File: src/rtl/bwd_pkg.sv
package bwd_pkg;
   localparam int REG_W   = 32;
   localparam int LANES   = REG_W / 8;
   localparam int IO_MIN  = 2;
   localparam int MEM_MIN = 4;

   typedef enum logic {
      SEL_BAR = 1'b0,
      SEL_CMD = 1'b1
   } cfg_sel_e;

   function automatic logic [REG_W-1:0] size_mask(input int log2sz);
      return ~((REG_W'(1) << log2sz) - REG_W'(1));
   endfunction
endpackage

File: src/rtl/bwd_bar_reg.sv
module bwd_bar_reg
   import bwd_pkg::*;
#(
   parameter int          SIZE_LOG2 = 11,
   parameter bit          IS_IO     = 1'b0,
   parameter logic [1:0]  ADDR_TYPE = 2'b00,
   parameter bit          PREFETCH  = 1'b0
) (
   input  logic             clk,
   input  logic             rst_n,
   input  logic             wr_en,
   input  logic [LANES-1:0] be,
   input  logic [REG_W-1:0] wdata,
   output logic [REG_W-1:0] bar_val,
   output logic [REG_W-1:0] base,
   output logic             unprog
);
   localparam logic [REG_W-1:0] WMASK = size_mask(SIZE_LOG2);

   logic [REG_W-1:0] stored_q;
   logic [REG_W-1:0] next_val;
   logic [REG_W-1:0] ro_bits;

   for (genvar g = 0; g < LANES; g++) begin : g_lane
      assign next_val[8*g +: 8] = (wr_en && be[g])
                                  ? (wdata[8*g +: 8] & WMASK[8*g +: 8])
                                  : stored_q[8*g +: 8];
   end

   if (IS_IO) begin : g_io_ro
      assign ro_bits = REG_W'(1);
   end else begin : g_mem_ro
      assign ro_bits = REG_W'({PREFETCH, ADDR_TYPE, 1'b0});
   end

   always_ff @(posedge clk or negedge rst_n) begin
      if (!rst_n) stored_q <= '0;
      else        stored_q <= next_val;
   end

   assign bar_val = stored_q | ro_bits;
   assign base    = stored_q;
   assign unprog  = (stored_q == WMASK);
endmodule

File: src/rtl/bwd_cmd_reg.sv
module bwd_cmd_reg
   import bwd_pkg::*;
(
   input  logic             clk,
   input  logic             rst_n,
   input  logic             wr_en,
   input  logic             be0,
   input  logic [1:0]       wdata,
   output logic             io_en,
   output logic             mem_en,
   output logic [REG_W-1:0] cmd_val
);
   always_ff @(posedge clk or negedge rst_n) begin
      if (!rst_n) begin
         io_en  <= 1'b0;
         mem_en <= 1'b0;
      end else if (wr_en && be0) begin
         io_en  <= wdata[0];
         mem_en <= wdata[1];
      end
   end

   assign cmd_val = REG_W'({mem_en, io_en});
endmodule

File: src/rtl/bwd_match.sv
module bwd_match
   import bwd_pkg::*;
#(
   parameter int SIZE_LOG2 = 11,
   parameter bit IS_IO     = 1'b0
) (
   input  logic                 io_en,
   input  logic                 mem_en,
   input  logic                 unprog,
   input  logic [REG_W-1:0]     base,
   input  logic [REG_W-1:0]     addr,
   input  logic                 is_io,
   output logic                 hit,
   output logic [SIZE_LOG2-1:0] offset
);
   localparam logic [REG_W-1:0] WMASK = size_mask(SIZE_LOG2);

   logic space_ok;
   logic in_range;

   if (IS_IO) begin : g_io_dec
      assign space_ok = is_io && io_en;
   end else begin : g_mem_dec
      assign space_ok = !is_io && mem_en;
   end

   assign in_range = ((addr & WMASK) == base);
   assign hit      = space_ok && in_range && !unprog;
   assign offset   = hit ? (addr[SIZE_LOG2-1:0] - base[SIZE_LOG2-1:0]) : '0;
endmodule

File: src/rtl/bar_window_decoder.sv
module bar_window_decoder
   import bwd_pkg::*;
#(
   parameter int          SIZE_LOG2 = 11,
   parameter bit          IS_IO     = 1'b0,
   parameter logic [1:0]  ADDR_TYPE = 2'b00,
   parameter bit          PREFETCH  = 1'b0
) (
   input  logic                 clk,
   input  logic                 rst_n,
   input  logic                 cfg_wr,
   input  logic                 cfg_sel,
   input  logic [3:0]           cfg_be,
   input  logic [31:0]          cfg_wdata,
   output logic [31:0]          cfg_rdata,
   input  logic [31:0]          chk_addr,
   input  logic                 chk_is_io,
   output logic                 hit,
   output logic [SIZE_LOG2-1:0] offset
);
   localparam int MIN_LOG2 = IS_IO ? IO_MIN : MEM_MIN;

   if (SIZE_LOG2 < MIN_LOG2 || SIZE_LOG2 > REG_W - 1) begin : g_bad_size
      $error("bar_window_decoder: SIZE_LOG2 out of range for the chosen space");
   end
   if (!IS_IO && ADDR_TYPE != 2'b00) begin : g_bad_type
      $error("bar_window_decoder: only 32-bit memory windows are supported");
   end

   logic [REG_W-1:0] bar_val;
   logic [REG_W-1:0] base;
   logic             unprog;
   logic             io_en;
   logic             mem_en;
   logic [REG_W-1:0] cmd_val;
   logic             bar_wr;
   logic             cmd_wr;

   assign bar_wr = cfg_wr && (cfg_sel_e'(cfg_sel) == SEL_BAR);
   assign cmd_wr = cfg_wr && (cfg_sel_e'(cfg_sel) == SEL_CMD);

   bwd_bar_reg #(
      .SIZE_LOG2 (SIZE_LOG2),
      .IS_IO     (IS_IO),
      .ADDR_TYPE (ADDR_TYPE),
      .PREFETCH  (PREFETCH)
   ) bar_i (
      .clk     (clk),
      .rst_n   (rst_n),
      .wr_en   (bar_wr),
      .be      (cfg_be),
      .wdata   (cfg_wdata),
      .bar_val (bar_val),
      .base    (base),
      .unprog  (unprog)
   );

   bwd_cmd_reg cmd_i (
      .clk     (clk),
      .rst_n   (rst_n),
      .wr_en   (cmd_wr),
      .be0     (cfg_be[0]),
      .wdata   (cfg_wdata[1:0]),
      .io_en   (io_en),
      .mem_en  (mem_en),
      .cmd_val (cmd_val)
   );

   bwd_match #(
      .SIZE_LOG2 (SIZE_LOG2),
      .IS_IO     (IS_IO)
   ) match_i (
      .io_en  (io_en),
      .mem_en (mem_en),
      .unprog (unprog),
      .base   (base),
      .addr   (chk_addr),
      .is_io  (chk_is_io),
      .hit    (hit),
      .offset (offset)
   );

   assign cfg_rdata = cfg_sel ? cmd_val : bar_val;
endmodule

File: config.mk
export PLATFORM = sky130hd
export DESIGN_NAME = bar_window_decoder
export DESIGN_NICKNAME = d
export VERILOG_FILES = /design/src/rtl/bwd_pkg.sv /design/src/rtl/bwd_bar_reg.sv /design/src/rtl/bwd_cmd_reg.sv /design/src/rtl/bwd_match.sv /design/src/rtl/bar_window_decoder.sv
export SDC_FILE = /design/constraint.sdc
export NUM_CORES = 1
export LEC_CHECK = 0
export BUFFER_PORTS_ARGS = -buffer_cell sky130_fd_sc_hd__buf_4
export CORE_AREA = 2 2 83 61
export DETAILED_ROUTE_END_ITERATION = 10
export DIE_AREA = 0 0 85 63
export PLACE_DENSITY = 0.81
export SYNTH_ARGS = -nofsm -noshare
export SYNTH_HDL_FRONTEND = slang
export SYNTH_SLANG_ARGS = --single-unit
export TNS_END_PERCENT = 10
File: constraint.sdc
create_clock -name clk -period 1.89 [get_ports clk]
set_input_delay 0.4725 -clock clk [delete_from_list [all_inputs] [get_ports clk]]
set_output_delay 0.4725 -clock clk [all_outputs]
set_load 0.01 [all_outputs]
==> summary.md, run 1 <==
| Metric | Value |
|---|---|
| DIE HEIGHT | `63 um` |
| Layout area overhead | `76.8%` |
| H-tree levels | `1` |
| Placer Congestion | `0.779` |
| DP Worst Slack | `-0.499 ns` |
| Count of final hold-check violations | `0` |
| Max cap viols | `0` |
| DIE WIDTH | `85 um` |
| DRT iter0 DRCs | `35` |
| DR vias/cell | `4.90` |
| Die area | `0.00536 sq mm` |
| VDD IR max | `358 uV` |
| DPL Wire Length | `4360 um` |
| Fraction of layout cells with a size suffix above 1 | `63.3%` |
| Synth cell types | `27` |
| Top cells by area, synth | `dfrtp_1 (35%), mux2_2 (16%), nor2b_1 (8.0%), xor2_1 (6.4%), buf_4 (4.6%)` |
| Fill count | `394` |
| Dominant synthesized flop cell | `dfrtp_1` |
| Clk pin slew, worst setup/hold paths | `0.09 ns` |
| Failing checks | `setup timing` |
| Clk buf depth | `2` |
| EDFF count, synth | `0` |
| FF-to-FF setup slack | `0.93 ns` |
| Final period demand of the worst path | `2.44 ns` |
| Largest net degree at the start of global routing | `24` |
| Clock Skews | `0 ns` |
| Global-route wire length before repair | `8620 um` |
| Row cnt | `21` |
| Post-synthesis sequential area ratio | `34.9%` |
| # diodes | `0` |
| Synth warn | `0` |
| Wirelength per Cell | `15.0 um` |
| Skew-Pair Late Insertion Delay | `0.27 ns` |
| Synth area leader | `dfrtp_1` |
| Hold_ws | `0.0872 ns` |
| Post-synth ARST share | `100%` |
| Port Buffers | `98` |
| Final core occ | `63.4%` |
| Syn Area/Cell | `10.1 sq um` |
| I/O Pins | `117` |
| Core footprint | `0.00460 sq mm` |
| Slew Limit Fails | `0` |
| RSZ-0062 raised after global routing | `yes` |
| CTS Buf Count | `3` |
| Register bit total from synthesis | `23` |
| Total number of vias | `1,719` |
| CP required | `1.42 ns` |
| CTS Root Buffer Type | `clkbuf_8` |
| Pwr Density | `623 mW/mm^2` |
| Crit share post-route | `129%` |
| Multi-input gate area | `0.00115 sq mm` |
| Top cell type's share of synthesized area | `34.9%` |
| Seq. cell area | `576 sq um` |
| Tot GR Track Use | `20.1%` |
| Crit. End Element | `output port` |
| Clock sinks | `23` |
| Number of global-route vias before repair | `1,768` |
| Critical path class | `reg -> out` |
| Initial antenna violation count | `0` |
| Arr. time, crit path | `1.97 ns` |
| Drt drc | `0` |
| Final instance area | `0.00292 sq mm` |
| Drt first pass iters | `4` |
| Status | `complete, but fails checks` |
| Final setup viols | `12` |
| Final wirelength | `5250 um` |
| Pleak | `1.32 nW` |
| Worst setup margin | `-0.553 ns` |
| Post-synth top cells | `dfrtp_1 (23), mux2_2 (23), nor2b_1 (21)` |
| Synth Instances | `163` |
| Fmax | `409 MHz` |
| GR Overflow Total | `0` |
| DP Area | `0.00286 sq mm` |
| Type of origin of the critical path | `flop` |
| Hold-fix buffers, CTS | `0` |
| Hold Path Class | `in -> async` |
| Mapped Area | `0.00165 sq mm` |
| Routed Antenna Nets | `0` |
| CP max FO | `12` |
| CTS tree | `built` |
| Initial Util | `35.9%` |
| Nets | `368` |
layout make-up:
cell class              count  area share (%)
multi-input cells         127            39.5
inverters                   5           0.644
well taps                  57            2.45
clock inverters             1           0.172
flip-flops and latches     23            19.7
repair buffers            135            36.1
clock buffers               3            1.42
power by group:
part | total [mW] | switching [mW] | internal (mW)
sequential | 0.660 | 0.0749 | 0.585
combinational | 0.842 | 0.349 | 0.493
clock | 0.315 | 0.168 | 0.147
total | 1.82 | 0.592 | 1.23
per-stage QoR:
step / TNS [ns] / power (mW) / instances
floorplan: -1.45 / 1.05 / 171
global placement: -5.60 / 1.48 / 346
detailed placement: -5.54 / 1.51 / 346
CTS: -6.92 / 1.83 / 350
global route: -7.75 / 1.93 / 351
finish: -6.51 / 1.82 / 351
state kept, by name, summed over array words and instances (netlist names):
name and cells:
bar_i.bar_val 21, cmd_i.mem_en 1, cmd_i.io_en 1
path summary, 6_finish.rpt:
| kind | startpoint | to | depth (start not counted) |
|---|---|---|---|
| min in group clk | cfg_wdata[30] | bar_i.bar_val[30] | 2 |
| hold reg to reg | cmd_i.io_en | cmd_i.io_en | 1 |
| hold / removal | rst_n | bar_i.bar_val[12] | 1 |
| setup reg to reg | bar_i.bar_val[31] | bar_i.bar_val[31] | 2 |
| setup / recovery | bar_i.bar_val[28] | offset[10] | 6 |
| max in group asynchronous | rst_n | bar_i.bar_val[15] | 1 |
layer usage:
layer  global-route usage [%]  up-vias  wire, um
li1                         -      820         -
met1                     27.0      822      2280
met2                     33.2       72      2520
met3                     4.62        5       421
met4                     3.97        0        30
met5                        0        -         0
logic make-up after synthesis:
logic type             Yosys count  share of synthesized area (%)
AO/OA/AOI/OAI                    5                           5.31
XOR/XNOR                        12                           6.37
buffers and inverters           21                           8.04
flip-flops                      23                           34.9
multiplexers                    23                           15.7
other                            1                          0.227
AND/OR/NAND/NOR                 78                           29.4
cells in the final DEF (no fill, tap or decap), types with 2 or more instances in the layout:
cell type	Yosys	final
dfrtp_1	23	23
xor2_1	12	12
nor4_2	2	3
and2_1	2	2
nand3_2	1	6
a2111oi_4	2	2
buf_4	10	132
mux2_2	23	23
conb_1	1	9
o2111a_1	2	2
nor4_4	0	10
clkbuf_8	0	3
nand2_1	5	5
nand2b_1	6	6
nand3_1	13	8
buf_12	0	3
nor2b_1	21	21
inv_1	5	5
nor2_1	6	6
nand4_1	5	5
what timing repair did:
action | in CTS | in global routing
pin swaps | 2 | 7
gates resized for setup | 1 | 0
setup endpoints to repair | 12 | 12
setup buffers | 0 | 1
worst max-delay path, cell delays in order, from the launching register on:
cell and delay, ns:
dfrtp_1 0.38, nand4_1 0.14, or4_4 0.58, nor3_4 0.18
buf_12 0.21, nor4_2 0.07, buf_4 0.14
Note: power is estimated with default switching activity, not from simulation.
==> run 2, diff against run 1 <==
- CORE_AREA: 2 2 83 61 -> 2 2 79 59
- DIE_AREA: 0 0 85 63 -> 0 0 81 61
- PLACE_DENSITY: 0.81 -> 0.84
- RECOVER_POWER: default -> 100
- clock period: 1.89 -> 2.6 ns (I/O delays scaled with it)
==> summary.md, run 2 (same netlist as run 1, synthesis figures left out) <==
| Metric | Value |
|---|---|
| Worst-margin pin slew | `1.22 ns` |
| Skew-Pair Late Insertion Delay | `0.26 ns (about the same)` |
| Total number of vias | `1,577 (-8.3%)` |
| Topmost layer with routed signal wires | `met4` |
| Most frequent cells in the layout | `buf_4 (77), mux2_2 (23), dfrtp_1 (23)` |
| Routed Antenna Nets | `0 (unchanged)` |
| Clock network fraction of total power | `18.8% (+1.5 points)` |
| Layout area overhead | `54.9%` |
| Initial antenna violation count | `0 (unchanged)` |
| Failing checks | `setup timing` |
| Fmax | `374 MHz` |
| CTS Buf Count | `3 (unchanged)` |
| CTS tree | `built` |
| Slew Limit Headroom | `18.6%` |
| Row cnt | `20 (-4.8%)` |
| Worst setup margin | `-0.0725 ns (+0.480 ns)` |
| Largest net degree at the start of global routing | `26 (+8.3%)` |
| Die area | `0.00494 sq mm (-7.7%)` |
| Final period demand of the worst path | `2.67 ns` |
| Drt first pass iters | `5 (+1)` |
| Placer Congestion | `0.734 (-5.7%)` |
| Internal Power | `0.775 mW (-37%)` |
| Crit. End Element | `output port` |
| Final core occ | `61.5% (-1.9 points)` |
| Tot GR Track Use | `19.7% (-0.44 points)` |
| DIE HEIGHT | `61 um (-3.2%)` |
| Met3 wire len | `450 um (+6.9%)` |
| Initial Util | `39.7% (+3.8 points)` |
| H-tree levels | `1 (unchanged)` |
| Final wirelength | `4810 um (-8.4%)` |
| Clk pin slew, worst setup/hold paths | `0.08 ns (about the same)` |
| DRT iter0 DRCs | `32 (-8.6%)` |
| DPL Wire Length | `3680 um (-15%)` |
| M1 WL | `2030 um (-11%)` |
| DP Worst Slack | `-0.156 ns (+0.343 ns)` |
| Number of global-route vias before repair | `1,453 (-18%)` |
| Slew Limit Fails | `0 (unchanged)` |
| Fraction of layout cells with a size suffix above 1 | `50.6% (-13 points)` |
| Combinational fraction of design power | `38.3% (-8.0 points)` |
| VDD IR max | `326 uV (-8.9%)` |
| DR vias/cell | `4.90 (about the same)` |
| Nets | `341 (-7.3%)` |
| Hold_ws | `0.503 ns (+0.416 ns)` |
| Hold Path Class | `reg -> reg` |
| Arr. time, crit path | `2.02 ns (+0.05 ns)` |
| Wirelength per Cell | `14.9 um (-0.19%)` |
| Flop pwr share | `42.9% (+6.6 points)` |
| Core footprint | `0.00415 sq mm (-9.7%)` |
| Critical path class | `in -> out` |
| Final setup viols | `10 (-2)` |
| Pwr Density | `455 mW/mm^2 (-27%)` |
| Type of origin of the critical path | `input pin` |
| Global-route wire length before repair | `7280 um (-16%)` |
| Drt drc | `0 (unchanged)` |
| Metal2 WL | `2310 um (-8.2%)` |
| Commonest non-fill, non-tap cell in the layout | `buf_4` |
| Count of final hold-check violations | `0 (unchanged)` |
| Port Buffers | `98 (unchanged)` |
| Clock sinks | `23 (unchanged)` |
| RSZ-0062 raised after global routing | `yes` |
| Status | `complete, but fails checks` |
| Switching portion of total power | `33.4% (+0.83 points)` |
| Hold-fix buffers, CTS | `0 (unchanged)` |
| CP required | `1.95 ns (+0.53 ns)` |
| # diodes | `0 (unchanged)` |
| Clk buf depth | `2 (unchanged)` |
| GR Overflow Total | `0 (unchanged)` |
| CP max FO | `3 (-9)` |
| Pleak | `1.10 nW (-16%)` |
| I/O Pins | `117 (unchanged)` |
| DIE WIDTH | `81 um (-4.7%)` |
| CTS Root Buffer Type | `clkbuf_8` |
| Clock Skews | `0 ns (unchanged)` |
| Crit share post-route | `103%` |
| Max cap viols | `0 (unchanged)` |
| Psw | `0.388 mW (-34%)` |
| Max reg flops | `21 (unchanged)` |
## run 2: changes by cell type in the layout (fill, tap and decap cells not counted), moves of 5 or more
cell	before	now
nor4_2	3	13
nor4_4	10	1
clkbuf_1	0	21
buf_6	0	5
buf_4	132	77
## run 2: metal layers
metal	track usage (%)	vias up
met2	34.5	71
met5	0	-
met4	2.91	0
met1	25.2	741
met3	5.21	2
li1	-	763
## run 2: power groups by stage
stage / clock, mW / combinational (mW) / sequential, mW
after floorplan: 0 / 0.260 / 0.484
after global placement: 0 / 0.432 / 0.504
after detailed placement: 0 / 0.440 / 0.507
after CTS: 0.223 / 0.477 / 0.500
after global routing: 0.238 / 0.488 / 0.511
final: 0.218 / 0.446 / 0.499
## run 2: area by class of cell
class	instances	area, sq um
tap	55	68.8
timing repair buffer	107	769
fill	371	1600
inverter	5	18.8
clock buffer	4	45.0
sequential	23	576
multi-input combinational	128	1080
## run 2: stage by stage
step                power (mW)  instance area, sq um  TNS, ns  std cells
floorplan                0.743                  1680        0        171
global placement         0.936                  2400   -0.546        312
detailed placement       0.946                  2400   -0.970        312
CTS                       1.20                  2630   -0.445        322
global route              1.24                  2550    -1.03        322
finish                    1.16                  2550   -0.221        322
## run 2: timing repair
action                     CTS  global route
buffers inserted             5             0
pin swaps                   16             5
gates cloned                 1             0
setup endpoints to repair   12            12
resized for setup           19             1
## run 2: critical path, stage by stage
cell and delay, ns:
buf_6 0.07, and2b_1 0.19, a2111oi_4 0.42, nand3_2 0.19
buf_6 0.17, nor4_2 0.16, buf_4 0.17
## run 2: worst paths after layout
path                                         from  slack [ns]           endpoint  depth (start not counted)
worst min-delay path                  cmd_i.io_en        0.50        cmd_i.io_en                          1
max in group asynchronous                   rst_n        1.25  bar_i.bar_val[17]                          1
worst min register to register        cmd_i.io_en        0.50        cmd_i.io_en                          1
worst max-delay path                 chk_addr[22]       -0.07          offset[2]                          7
worst max register to register  bar_i.bar_val[22]        1.72  bar_i.bar_val[22]                          2
min in group asynchronous                   rst_n        0.62  bar_i.bar_val[31]                          1
